## src/rtl/prio_irq_pkg.sv

```systemverilog
package prio_irq_pkg;
  localparam int ADR_ENSET  = 0;
  localparam int ADR_ENCLR  = 1;
  localparam int ADR_FLAG   = 2;
  localparam int ADR_OFFSET = 3;

  typedef struct packed {
    logic enSetWr;
    logic enClrWr;
    logic flagWr;
    logic offAck;
  } strobe_t;
endpackage

```

## src/rtl/prio_irq_regs.sv

```systemverilog
module prio_irq_regs
  import prio_irq_pkg::*;
#(
  parameter int NUM_SRC = 3,
  localparam int OFF_W = $clog2(NUM_SRC + 1)
) (
  input  logic               clk,
  input  logic               rstN,
  input  logic [NUM_SRC-1:0] matchIn,
  input  strobe_t            strb,
  input  logic [NUM_SRC-1:0] wrData,
  output logic [NUM_SRC-1:0] flagQ,
  output logic [NUM_SRC-1:0] enQ,
  output logic [OFF_W-1:0]   offIdx,
  output logic               irqOut
);
  logic [NUM_SRC-1:0] topOneHot;
  logic [NUM_SRC-1:0] clrMask;

  // priority pick: lowest bit index wins, reported as index+1
  always_comb begin
    offIdx    = '0;
    topOneHot = '0;
    for (int i = NUM_SRC - 1; i >= 0; i--) begin
      if (flagQ[i]) begin
        offIdx    = OFF_W'(i + 1);
        topOneHot = '0;
        topOneHot[i] = 1'b1;
      end
    end
  end

  always_comb begin
    clrMask = '0;
    if (strb.flagWr) clrMask = clrMask | wrData;
    if (strb.offAck) clrMask = clrMask | topOneHot;
  end

  always_ff @(posedge clk) begin
    if (!rstN) begin
      flagQ <= '0;
      enQ   <= '0;
    end else begin
      flagQ <= (flagQ & ~clrMask) | matchIn;
      if (strb.enSetWr)      enQ <= enQ | wrData;
      else if (strb.enClrWr) enQ <= enQ & ~wrData;
    end
  end

  assign irqOut = |(flagQ & enQ);

  a_r2_match_sets: assert property (@(posedge clk) disable iff (!rstN)
    (matchIn != '0) |=> ((flagQ & $past(matchIn)) == $past(matchIn)));

  a_r4_enable_cleared: assert property (@(posedge clk) disable iff (!rstN)
    strb.enClrWr |=> ((enQ & $past(wrData)) == '0));

  a_r8_single_ack: assert property (@(posedge clk) disable iff (!rstN)
    (strb.offAck && !strb.flagWr && matchIn == '0 && flagQ != '0)
      |=> ($countones(flagQ) == $countones($past(flagQ)) - 1));

  a_r11_set_wins: assert property (@(posedge clk) disable iff (!rstN)
    ((strb.flagWr || strb.offAck) && matchIn != '0)
      |=> ((flagQ & $past(matchIn)) == $past(matchIn)));
endmodule

```

## src/rtl/prio_irq_ctl.sv

```systemverilog
module prio_irq_ctl
  import prio_irq_pkg::*;
#(
  parameter int NUM_SRC = 3,
  parameter int ADDR_W  = 2,
  localparam int OFF_W = $clog2(NUM_SRC + 1)
) (
  input  logic               clk,
  input  logic               rstN,
  input  logic               emuMode,
  input  logic [ADDR_W-1:0]  addr,
  input  logic               wrEn,
  input  logic               rdEn,
  input  logic [NUM_SRC-1:0] flagQ,
  input  logic [NUM_SRC-1:0] enQ,
  input  logic [OFF_W-1:0]   offIdx,
  output strobe_t            strb,
  output logic [NUM_SRC-1:0] rdData
);
  logic selEnSet, selEnClr, selFlag, selOff;

  assign selEnSet = (addr == ADDR_W'(ADR_ENSET));
  assign selEnClr = (addr == ADDR_W'(ADR_ENCLR));
  assign selFlag  = (addr == ADDR_W'(ADR_FLAG));
  assign selOff   = (addr == ADDR_W'(ADR_OFFSET));

  always_comb begin
    strb.enSetWr = wrEn && selEnSet;
    strb.enClrWr = wrEn && selEnClr;
    strb.flagWr  = wrEn && selFlag;
    strb.offAck  = rdEn && selOff && !emuMode;
  end

  always_comb begin
    rdData = '0;
    if (rdEn) begin
      if (selEnSet || selEnClr) rdData = enQ;
      else if (selFlag)         rdData = flagQ;
      else if (selOff)          rdData = NUM_SRC'(offIdx);
    end
  end

  a_r9_offset_write_inert: assert property (@(posedge clk) disable iff (!rstN)
    (wrEn && selOff) |-> (!strb.enSetWr && !strb.enClrWr && !strb.flagWr));

  a_r7_idle_offset_zero: assert property (@(posedge clk) disable iff (!rstN)
    (rdEn && selOff && flagQ == '0) |-> (rdData == '0));
endmodule

```

## src/rtl/prio_irq_ctrl.sv

```systemverilog
module prio_irq_ctrl
  import prio_irq_pkg::*;
#(
  parameter int NUM_SRC = 3,
  parameter int ADDR_W  = 2,
  localparam int OFF_W = $clog2(NUM_SRC + 1)
) (
  input  logic               clk,
  input  logic               rstN,
  input  logic [NUM_SRC-1:0] matchIn,
  input  logic               emuMode,
  input  logic [ADDR_W-1:0]  addr,
  input  logic               wrEn,
  input  logic [NUM_SRC-1:0] wrData,
  input  logic               rdEn,
  output logic [NUM_SRC-1:0] rdData,
  output logic               irqOut
);
  strobe_t            strb;
  logic [NUM_SRC-1:0] flagQ;
  logic [NUM_SRC-1:0] enQ;
  logic [OFF_W-1:0]   offIdx;

  prio_irq_ctl #(.NUM_SRC(NUM_SRC), .ADDR_W(ADDR_W)) u_ctl (
    .clk(clk), .rstN(rstN), .emuMode(emuMode), .addr(addr),
    .wrEn(wrEn), .rdEn(rdEn), .flagQ(flagQ), .enQ(enQ),
    .offIdx(offIdx), .strb(strb), .rdData(rdData)
  );

  prio_irq_regs #(.NUM_SRC(NUM_SRC)) u_regs (
    .clk(clk), .rstN(rstN), .matchIn(matchIn), .strb(strb),
    .wrData(wrData), .flagQ(flagQ), .enQ(enQ), .offIdx(offIdx),
    .irqOut(irqOut)
  );

  a_r10_emu_read_quiet: assert property (@(posedge clk) disable iff (!rstN)
    (emuMode && rdEn && addr == ADDR_W'(ADR_OFFSET) && !wrEn && matchIn == '0)
      |=> $stable(flagQ));

  a_r5_no_irq_without_enable: assert property (@(posedge clk) disable iff (!rstN)
    (enQ == '0) |-> !irqOut);
endmodule

```

## config.mk

```make
export PLATFORM = sky130hd
export DESIGN_NAME = prio_irq_ctrl
export DESIGN_NICKNAME = d
export VERILOG_FILES = /design/src/rtl/prio_irq_pkg.sv /design/src/rtl/prio_irq_regs.sv /design/src/rtl/prio_irq_ctl.sv /design/src/rtl/prio_irq_ctrl.sv
export SDC_FILE = /design/constraint.sdc
export NUM_CORES = 1
export LEC_CHECK = 0
export BUFFER_PORTS_ARGS = -buffer_cell sky130_fd_sc_hd__clkbuf_2
export CELL_PAD_IN_SITES_DETAIL_PLACEMENT = 0
export CELL_PAD_IN_SITES_GLOBAL_PLACEMENT = 2
export CORE_MARGIN = 8
export CORE_UTILIZATION = 22
export CTS_BUF_LIST = sky130_fd_sc_hd__clkbuf_8
export CTS_CLUSTER_SIZE = 14
export DETAILED_ROUTE_END_ITERATION = 10
export HOLD_SLACK_MARGIN = 0.02
export PLACE_DENSITY = 0.76
export SKIP_LAST_GASP = 1
export SYNTH_ARGS = -nofsm -noshare
export SYNTH_HDL_FRONTEND = slang
export SYNTH_HIERARCHICAL = 1
export SYNTH_SLANG_ARGS = --single-unit
```

## constraint.sdc

```tcl
create_clock -name clk -period 1.1 [get_ports clk]
set_clock_uncertainty 0.2 [all_clocks]
set_input_delay 0.11 -clock clk [delete_from_list [all_inputs] [get_ports clk]]
set_output_delay 0.11 -clock clk [all_outputs]
set_load 0.01 [all_outputs]
```

### After elaboration in Yosys (flattened, before gate mapping)

Index checks and enable logic that the tools add are counted.

* register bits after elaboration: 6
* word-level logic and storage cells: 37

* equality and inequality tests: 3
* multiplexer cells: 14
* bitwise operators: 8
* reduce and logical (&&, ||, !) cells: 10

Operator list (number)
* 3-bit two-way mux: 10
* 3-bit bitwise AND: 3
* 3-bit OR: 3
* 2-bit two-way mux: 4
* 3-bit NOT: 2
* 1-bit logical AND: 5
* 2-bit == test (second input constant): 2
* 3-bit OR reduction: 1
* 2-bit by 1-bit == test with 1-bit output (second input constant): 1
* 2-bit zero test: 1
* 2-bit nonzero test: 1
* 1-bit zero test: 1
* 1-bit logical OR: 1

### Logic depth before layout (Yosys ltp)

Gate-level depths: netlist (run 1).

* depth after elaboration: 8
* gate-level depth with buffers: 5
* gate-level depth less buffers: 4

### Hierarchy

The synthesis (run 1) kept the hierarchy.

By module, submodules not included
* prio_irq_regs: instances 1, cells an instance 32, area an instance 271.5 um^2
* prio_irq_ctl: instances 1, cells an instance 14, area an instance 105.1 um^2

### Least setup slack after synthesis (run 1)

No wires, ideal clock.

* path type: reg-to-output
* from: register u_regs.flagQ[2]
* to: output port rdData[0]
* arrival time: 838 ps
* slack: -48 ps
* stages on the path, launching flop included: 5
* buffers on the path: 0
* path through: dfxtp_1 > inv_1 > o21ai_0 > mux2i_1 > a21oi_1

* cells in the longest elaborated chain, start to end: 7

Ends and longest elaborated chain
* start, declared: RTL line prio_irq_regs.sv:12 `output logic [NUM_SRC-1:0] flagQ,`
* start signal, assigned: RTL line prio_irq_regs.sv:44 `flagQ <= (flagQ & ~clrMask) | matchIn;`
* 2-bit two-way mux (3 in series): RTL line prio_irq_regs.sv:25 `if (flagQ[i]) begin`
* via offIdx[0]: RTL line prio_irq_ctrl.sv:22 `logic [OFF_W-1:0] offIdx;`
* 2-bit two-way mux: RTL line prio_irq_ctl.sv:39 `else if (selOff) rdData = NUM_SRC'(offIdx);`
* 3-bit two-way mux: RTL line prio_irq_ctl.sv:38 `else if (selFlag) rdData = flagQ;`
* 3-bit two-way mux: RTL line prio_irq_ctl.sv:37 `if (selEnSet || selEnClr) rdData = enQ;`
* 3-bit two-way mux: RTL line prio_irq_ctl.sv:36 `if (rdEn) begin`
* end, declared: RTL line prio_irq_ctrl.sv:16 `output logic [NUM_SRC-1:0] rdData,`

The timed path passes the listed nets, and every way through them passes these cells.

### Final worst setup path (run 1)

* from: register u_regs.flagQ[0]
* to: output port rdData[0]

* cells in the longest elaborated chain, start to end: 5

Ends and longest elaborated chain (RTL line)
* 2-bit two-way mux: prio_irq_regs.sv:25
* via offIdx[0]: prio_irq_ctrl.sv:22
* 2-bit two-way mux: prio_irq_ctl.sv:39
* 3-bit two-way mux: prio_irq_ctl.sv:38
* 3-bit two-way mux: prio_irq_ctl.sv:37
* 3-bit two-way mux: prio_irq_ctl.sv:36

The timed path passes the listed nets, and every way through them passes these cells.

==> out/results.ini, run 1 <==
[timing]
setup_violations=5
setup_tns_ns=-1.094
setup_ws_ns=-0.2901
relSlewSlack_pct=80.73
tightest_slew_ns=0.2890
max_freq_mhz=719.4
rsz0062_at_grt=true
period_minus_slack_ns=1.390
hold_slack_ns=-0.02362
hold_violations=1
slew_violations=0
period_share_pct=126.4

[power]
ir_drop_mv=0.4828
powerDensity_mw_per_mm2=1070
leakagePower_nw=0.3123

[min_path]
min_to=u_regs/flagQ[2]$_SDFF_PN0_
min_from=matchIn[2]
hold_class=input pin to flop
min_path_cells=3

[synthesis]
synthTopCellsByCount=dfxtp_1 (6), nand2_1 (5), nor2b_1 (4)
yosys_warnings=6
synth.cell_area_um2=376.6
synth_top_cell_area_share_pct=31.89
synth_cell_types=22
syn_nets=59
synth_area_per_cell_um2=8.187
synth_edf_count=0
yosys-top-cells-area=dfxtp_1 (32%), nor2b_1 (6.6%), a22oi_1 (6.0%)
syn_inst=46
synth_ff_type=dfxtp_1
async_reset_ff_share_pct=0
seq_area_frac_synth_pct=31.89
yosys.area.top_type=dfxtp_1
synth_seq_cells=6
yosysMostFrequentCell=dfxtp_1

[clock_tree]
cts.path.max_buffers=2
cts_hold_buf=4
htreeDepth=1
cts_root_buf=clkbuf_8
cts_tree=done
cts_buffers=3
cts.sinks=6
path_clk_slew_ns=0.04
clkLatencyLatePin_ns=0.22

[route]
route.vias.total=461
antenna_left=0
drt_iter0_markers=9
first_pass_iters=4
drc_errors=0
viasPerCell=4.853
drt-wirelength-per-cell_um=13.57
wl_um=1289

[floorplan]
ios=17
start_util_pct=22.55
row_count=15
fp.dieH_um=57.38
die-width_um=57.38
core_mm2=0.001670
design.die.area_mm2=0.003292

[critical_path]
cp.required_ns=0.79
cp_cell_sequence=inv_1, o21ai_2, mux2i_1, a21oi_2, buf_2
worst_path_max_delay_cell=dfxtp_4
critPathKind=flop to output port
reg2reg_to=u_regs/flagQ[2]$_SDFF_PN0_
reg2regPathDepth=4
r2r_start=u_regs/flagQ[1]$_SDFF_PN0_
critPathTopFamily=flip-flops
cp_num_buf_inv=2
r2r_setup_slack_ns=-0.05
critPathCaptureType=output port
slowest_delay_ns=0.34
critPathLaunchType=flop
arrival_ns=1.08
path_max_fanout=5

[final_layout]
drive_gt1_share_pct=60.26
num_antenna_cells=0
syn2layout_area_growth_pct=83.72
final_area_um2=691.9
fin_util_pct=41.42
fillerInstances=182
final_nets=93

[placement]
place_ws_ns=-0.1446
numPortBuffers=16
routabilityCongestion=0.7778
placed_cell_area_um2=540.5

[global_route]
grtUsageTotal_pct=7.909
grt_pass1_vias=449
grt_antenna_before_repair=0
grt_max_degree=8
grt_pass1_wl_um=1966
gr-total-overflow=0

[outcome]
outcome=complete, but fails checks
violations=hold timing, setup timing

[flow_run]
max_cap_violations=0

==> repair_timing <==
action	CTS	global route
pin swaps	4	5
resized for setup	7	13
setup buffers	2	1
endpoints found under the hold margin	6	1
setup endpoints to repair	5	8
==> layout make-up <==
cell class | count | area [µm²] | area share, %
clock buffer | 3 | 41.29 | 5.967
multi-input combinational | 36 | 290.3 | 41.95
tap | 17 | 21.27 | 3.074
sequential | 6 | 131.4 | 18.99
timing repair buffer | 30 | 196.4 | 28.39
inverter | 3 | 11.26 | 1.627
==> metal layers <==
layer  GRT usage, %  vias up  routed length [µm]
li1               -      231                   -
met1          7.925      208                 577
met2          13.18       17                 595
met3          2.466        5                  86
met4          6.429        0                  29
met5              0        -                   0
==> worst min-delay path, delay by kind of cell <==
| family | cells | cell delay [ns] |
|---|---|---|
| AO/OA/AOI/OAI | 1 | 0.05 |
| buffers and inverters | 1 | 0.12 |
| AND/OR/NAND/NOR | 1 | 0.08 |
==> cells in the final DEF (no fill, tap or decap), types with 2 or more instances in the layout <==
master and n:
a21oi_2 2, a22oi_1 2, and3b_2 2, buf_2 3
buf_4 10, clkbuf_2 13, clkbuf_8 3, dfxtp_2 3
dfxtp_4 2, dlygate4sd3_1 3, inv_1 2, mux2i_1 2
nand2_1 5, nor2_1 3, nor2b_1 4, o21ai_0 2
==> worst max-delay path by stage <==
stage                     end                  startpoint  cells after the start
global route           irqOut  u_regs/flagQ[1]$_SDFF_PN0_                      3
detailed placement  rdData[0]  u_regs/flagQ[2]$_SDFF_PN0_                      5
global placement    rdData[0]  u_regs/flagQ[2]$_SDFF_PN0_                      5
floorplan           rdData[0]  u_regs/flagQ[2]$_SDFF_PN0_                      4
finish              rdData[0]  u_regs/flagQ[0]$_SDFF_PN0_                      5
CTS                    irqOut                        flop                      3
==> where the power goes <==
group          total, mW  leakage (nW)  switching (mW)  internal, mW
logic              0.167         0.239          0.0745        0.0929
clock network      0.329        0.0216          0.0936         0.235
registers          0.244        0.0517          0.0130         0.231
total              0.740         0.312           0.181         0.559
==> cell families after synthesis <==
| logic type | count (synthesis) | share of synthesized area, % |
|---|---|---|
| simple gates | 19 | 32.23 |
| buf+inv | 4 | 4.317 |
| flops | 6 | 31.89 |
| mux | 2 | 5.316 |
| compound gates | 15 | 26.25 |
==> metrics by stage <==
stage / total power, mW / hold slack [ns] / instances
after floorplan: 0.3088 / 0.02773 / 46
after global placement: 0.3774 / 0.1283 / 86
after detailed placement: 0.3767 / 0.1216 / 86
after CTS: 0.7357 / 0.004852 / 95
after global routing: 0.7747 / 0.006552 / 95
final: 0.7403 / -0.02362 / 95
Note: power is estimated with default switching activity, not from simulation.
==> run 2: changes to the inputs <==
Settings changed: CORE_MARGIN 8 to 1.
==> run 2 against run 1 <==
The run ends with setup timing left. Sequential share of layout area barely moved. Combinational power fell by 2%. Worst hold slack improved by 0.036 ns. Cell area fell by 0.72%. Die area fell by 43%. Global-route usage rose by 5.1 points. First-iteration DRC count rose by 56%. Via count rose by 2.0%. Utilization rose by 2.6 points. Clock power rose by 4%. Largest power group unchanged. Highest routed layer unchanged.
==> out/results.ini, run 2 (synthesis results as in run 1) <==
[outcome]
outcome=complete, but fails checks
violations=setup timing

[critical_path]
slowest_delay_ns=0.35  ; about the same
worst_path_max_delay_cell=a222oi_1
critPathCaptureType=output port
r2r_setup_slack_ns=0.03  ; +0.08 ns
critPathTopFamily=compound AO/OA/AOI/OAI gates
critPathKind=flop to output port
critPathLaunchType=flop
cp_cell_sequence=a222oi_1, inv_1, clkbuf_2
path_max_fanout=5  ; unchanged
arrival_ns=1.11  ; +0.03 ns
cp_num_buf_inv=2  ; unchanged
cp.required_ns=0.79  ; about the same

[timing]
tightest_slew_ns=0.3151  ; +0.02605 ns
setup_tns_ns=-1.114  ; -0.01987 ns
period_minus_slack_ns=1.422  ; +0.03206 ns
setup_ws_ns=-0.3222  ; -0.03206 ns
hold_violations=0  ; -1
max_freq_mhz=703.2  ; -2.3%
rsz0062_at_grt=true
hold_slack_ns=0.01245  ; +0.03608 ns
setup_violations=4  ; -1
slew_violations=0  ; unchanged
period_share_pct=129.3  ; +2.9 points
relSlewSlack_pct=79.00  ; -1.7 points

[global_route]
grt_antenna_before_repair=0  ; unchanged
grt_pass1_vias=411  ; -8.5%
grt_max_degree=7  ; -1
grt_pass1_wl_um=1711  ; -13%
grtUsageTotal_pct=13.00  ; +5.1 points
gr-total-overflow=0  ; unchanged

[route]
drt-wirelength-per-cell_um=11.53  ; -15%
drc_errors=0  ; unchanged
first_pass_iters=4  ; unchanged
viasPerCell=4.947  ; +2.0%
antenna_left=0  ; unchanged
route.vias.total=470  ; +2.0%
wl_um=1095  ; -15%
drt_iter0_markers=14  ; +5

[final_layout]
fin_util_pct=44.06  ; +2.6 points
drive_gt1_share_pct=55.70  ; -4.6 points
fin_cells=95  ; unchanged
final_nets=94  ; +1.1%
layout_common_cells=clkbuf_2 (15), buf_4 (9), dlygate4sd3_1 (5), nand2_1 (5), nor2b_1 (4)
final_area_um2=686.9  ; -0.72%
num_antenna_cells=0  ; unchanged
syn2layout_area_growth_pct=82.39
final_common_cell=clkbuf_2

[power]
fin_total_pwr_uw=750.9  ; +1.4%
powerDensity_mw_per_mm2=1093  ; +2.2%
leakagePower_nw=0.3124  ; about the same
ir_drop_mv=0.7141  ; +48%

[placement]
dp_hpwl_um=794.5
dp_cells=87  ; +1.2%
placed_cell_area_um2=554.3  ; +2.5%
numPortBuffers=16  ; unchanged
place_ws_ns=-0.1522  ; -0.007545 ns
routabilityCongestion=0.7395  ; -4.9%

[floorplan]
ios=17  ; unchanged
die-width_um=43.38  ; -24%
row_count=14  ; -1
design.die.area_mm2=0.001881  ; -43%
start_util_pct=24.16  ; +1.6 points
fp.dieH_um=43.38  ; -24%
core_mm2=0.001559  ; -6.7%

[clock_tree]
cts_setup_buffers=0  ; -2
cts.sinks=6  ; unchanged
cts.path.max_buffers=2  ; unchanged
cts_tree=done
path_clk_slew_ns=0.04  ; about the same
cts_buffers=3  ; unchanged
cts_root_buf=clkbuf_8
htreeDepth=1  ; unchanged
clkLatencyLatePin_ns=0.22  ; about the same

[min_path]
hold_class=input pin to flop

[flow_run]
max_cap_violations=0  ; unchanged

[run 2: cell types whose count changed in the layout (fill, tap and decap cells not counted)]
cell and change:
buf_4 -1, dlygate4sd3_1 +2, dfxtp_1 +1, a31oi_4 -1, clkbuf_2 +2, buf_2 -2, dfxtp_2 -1, a31oi_1 +1
[run 2: area by class of cell]
type / instances / area, µm²
flip-flops and latches: 6 / 130.1
clock buffers: 3 / 41.29
well taps: 16 / 20.02
multi-input cells: 36 / 275.3
inverters: 3 / 11.26
fillers: 164 / 872.1
repair buffers: 31 / 209.0
[run 2: worst register-to-register path: stages, from the launching register on]
cell     delay [ns]
dfxtp_2        0.34
buf_4          0.15
o31ai_4        0.22
nor2_1         0.05
[run 2: timing repair]
action,4_1_cts,5_1_grt
hold buffers,5,1
resized for setup,8,7
setup endpoints to repair,5,7
pin swaps,2,3
hold endpoints to repair,6,1
[run 2: metal layers]
layer / track usage [%] / wire length, µm / vias up
met1: 15.94 / 509 / 214
li1: - / - / 233
met3: 2.500 / 50 / 4
met2: 18.48 / 499 / 19
met5: 0 / 0 / -
met4: 13.13 / 37 / 0
[run 2: report_power, final]
part / internal, mW / total (mW) / switching [mW] / leakage (nW)
registers: 0.231 / 0.246 / 0.0148 / 0.0512
clock network: 0.236 / 0.342 / 0.106 / 0.0216
logic: 0.0943 / 0.163 / 0.0685 / 0.240
total: 0.561 / 0.751 / 0.190 / 0.312
[run 2: final timing paths]
kind	from	cells after the start	to
worst max-delay path	u_regs/flagQ[1]$_SDFF_PN0_	3	irqOut
worst min-delay path	wrData[2]	3	flop
worst max register to register	u_regs/flagQ[1]$_SDFF_PN0_	3	u_regs/flagQ[2]$_SDFF_PN0_
worst min register to register	u_regs/flagQ[2]$_SDFF_PN0_	2	u_regs/flagQ[2]$_SDFF_PN0_
==> run 3: changes to the inputs <==
Settings changed: CELL_PAD_IN_SITES_DETAIL_PLACEMENT 0 to not set, CELL_PAD_IN_SITES_GLOBAL_PLACEMENT 2 to not set, CORE_AREA set to 2 2 39 41, CORE_MARGIN 1 to not set, CORE_UTILIZATION 22 to not set, DIE_AREA set to 0 0 41 43, PLACE_DENSITY 0.76 to 0.58.
==> run 3 against run 2 <==
The run still ends with setup timing left. Non-clock buffer count unchanged. Sequential cell count unchanged. First-iteration DRC count down 71%. Routed wire length down 0.55%. Maximum frequency up 0.73%. Sequential share of layout area about the same. Critical path depth unchanged. Sequential power about the same. Highest routed layer is now met3.
==> out/results.ini, run 3 (synthesis results as in run 1) <==
[final_layout]
layout_common_cells=clkbuf_2 (14), buf_4 (9), nand2_1 (5)
fin_util_pct=50.18  ; +6.1 points
final_area_um2=694.4  ; +1.1%
final_common_cell=clkbuf_2
drive_gt1_share_pct=60.76  ; +5.1 points
final_nets=94  ; unchanged
num_antenna_cells=0  ; unchanged
fin_cells=95  ; unchanged
syn2layout_area_growth_pct=84.39

[route]
wl_um=1089  ; -0.55%
drt_iter0_markers=4  ; -10
drc_errors=0  ; unchanged
route.vias.total=466  ; -0.85%
first_pass_iters=4  ; unchanged
antenna_left=0  ; unchanged
drt-wirelength-per-cell_um=11.46  ; -0.55%
viasPerCell=4.905  ; -0.85%

[timing]
tightest_slew_ns=0.3163  ; +0.001204 ns
slew_violations=0  ; unchanged
relSlewSlack_pct=78.91  ; -0.080 points
period_share_pct=128.3  ; -0.94 points
rsz0062_at_grt=true
hold_violations=0  ; unchanged
period_minus_slack_ns=1.412  ; -0.01032 ns
hold_slack_ns=0.004673  ; -0.007778 ns
setup_violations=4  ; unchanged
setup_tns_ns=-1.034  ; +0.07938 ns
setup_ws_ns=-0.3118  ; +0.01032 ns
max_freq_mhz=708.3  ; +0.73%

[floorplan]
row_count=14  ; unchanged
die-width_um=41  ; -5.5%
ios=17  ; unchanged
fp.dieH_um=43  ; -0.86%
start_util_pct=27.22  ; +3.1 points
core_mm2=0.001384  ; -11%
design.die.area_mm2=0.001763  ; -6.3%

[critical_path]
cp.required_ns=0.79  ; about the same
cp_cell_sequence=a222oi_1, inv_1, clkbuf_2
arrival_ns=1.10  ; about the same
slowest_delay_ns=0.35  ; about the same
critPathKind=flop to output port
worst_path_max_delay_cell=a222oi_1
critPathCaptureType=output port
critPathLaunchType=flop
path_max_fanout=5  ; unchanged

[placement]
routabilityCongestion=0.7179  ; -2.9%
place_ws_ns=-0.1597  ; -0.007551 ns
dp_cells=86  ; -1.1%
numPortBuffers=16  ; unchanged
dp_hpwl_um=806.5  ; +1.5%
placed_cell_area_um2=559.3  ; +0.90%

[global_route]
grt_max_degree=7  ; unchanged
grt_antenna_before_repair=0  ; unchanged
gr-total-overflow=0  ; unchanged
grtUsageTotal_pct=14.70  ; +1.7 points
grt_pass1_vias=422  ; +2.7%
grt_pass1_wl_um=1676  ; -2.0%

[clock_tree]
cts.sinks=6  ; unchanged
path_clk_slew_ns=0.04  ; about the same
cts_tree=done
cts_buffers=3  ; unchanged
htreeDepth=1  ; unchanged
cts.path.max_buffers=2  ; unchanged
cts_root_buf=clkbuf_8
clkLatencyLatePin_ns=0.22  ; about the same

[power]
p_int_uw=562.0  ; +0.11%
leakagePower_nw=0.3178  ; +1.7%
p_seq_share_pct=33.5  ; +0.8 points
p_sw_uw=170.3  ; -10%
p_comb_share_pct=22.4  ; +0.7 points
ir_drop_mv=0.9431  ; +32%
powerDensity_mw_per_mm2=1055  ; -3.5%
pwr-share-clk_pct=44.1  ; -1.5 points
fin_total_pwr_uw=732.3  ; -2.5%
swShare_pct=23.25  ; -2.0 points

[outcome]
violations=setup timing
outcome=complete, but fails checks

[min_path]
hold_class=input pin to flop

[flow_run]
max_cap_violations=0  ; unchanged

[run 3: area by class of cell]
class / instances / area [µm²]
Timing Repair Buffer: 31 / 219.0
Clock buffer: 3 / 41.29
Fill cell: 125 / 689.4
Sequential cell: 6 / 131.4
Multi-Input combinational cell: 36 / 271.5
Tap cell: 16 / 20.02
Inverter: 3 / 11.26
[run 3: final timing paths]
| kind | slack [ns] | from | to | depth (start not counted) |
|---|---|---|---|---|
| setup reg to reg | 0.04 | flop | flop | 4 |
| hold / removal | 0.005 | wrData[2] | flop | 3 |
| setup / recovery | -0.31 | u_regs/flagQ[1]$_SDFF_PN0_ | irqOut | 3 |
| hold reg to reg | 0.35 | u_regs/flagQ[2]$_SDFF_PN0_ | u_regs/flagQ[2]$_SDFF_PN0_ | 2 |
[run 3: power by group through the flow]
stage	Clock, mW	Combinational [mW]	Sequential (mW)
6_report	0.323	0.164	0.246
5_1_grt	0.356	0.178	0.246
4_1_cts	0.341	0.157	0.246
3_5_place_dp	0	0.137	0.247
3_3_place_gp	0	0.137	0.246
2_1_floorplan	0	0.0648	0.244
[run 3: timing repair]
action                                  4_1_cts  5_1_grt
resized for setup                             7       11
hold endpoints to repair                      6        1
hold buffers                                  5        1
cloned                                        0        0
buffers inserted                              2        0
endpoints found under the setup margin        5        8
pin swaps                                     5        5
[run 3: metal layers]
layer | vias up | wire length (µm) | track usage (%) | part of all wire, %
met5 | - | 0 | 0 | 0
met4 | 0 | 0 | 8.000 | 0
met2 | 18 | 571 | 23.75 | 52
li1 | 234 | - | - | -
met1 | 214 | 441 | 14.94 | 40
met3 | 0 | 76 | 6.283 | 7.0
[run 3: worst max-delay path, delay by kind of cell (launching register included)]
| kind | cells | cell delay [ns] |
|---|---|---|
| compound gates | 1 | 0.35 |
| buf+inv | 2 | 0.20 |
| flops | 1 | 0.33 |
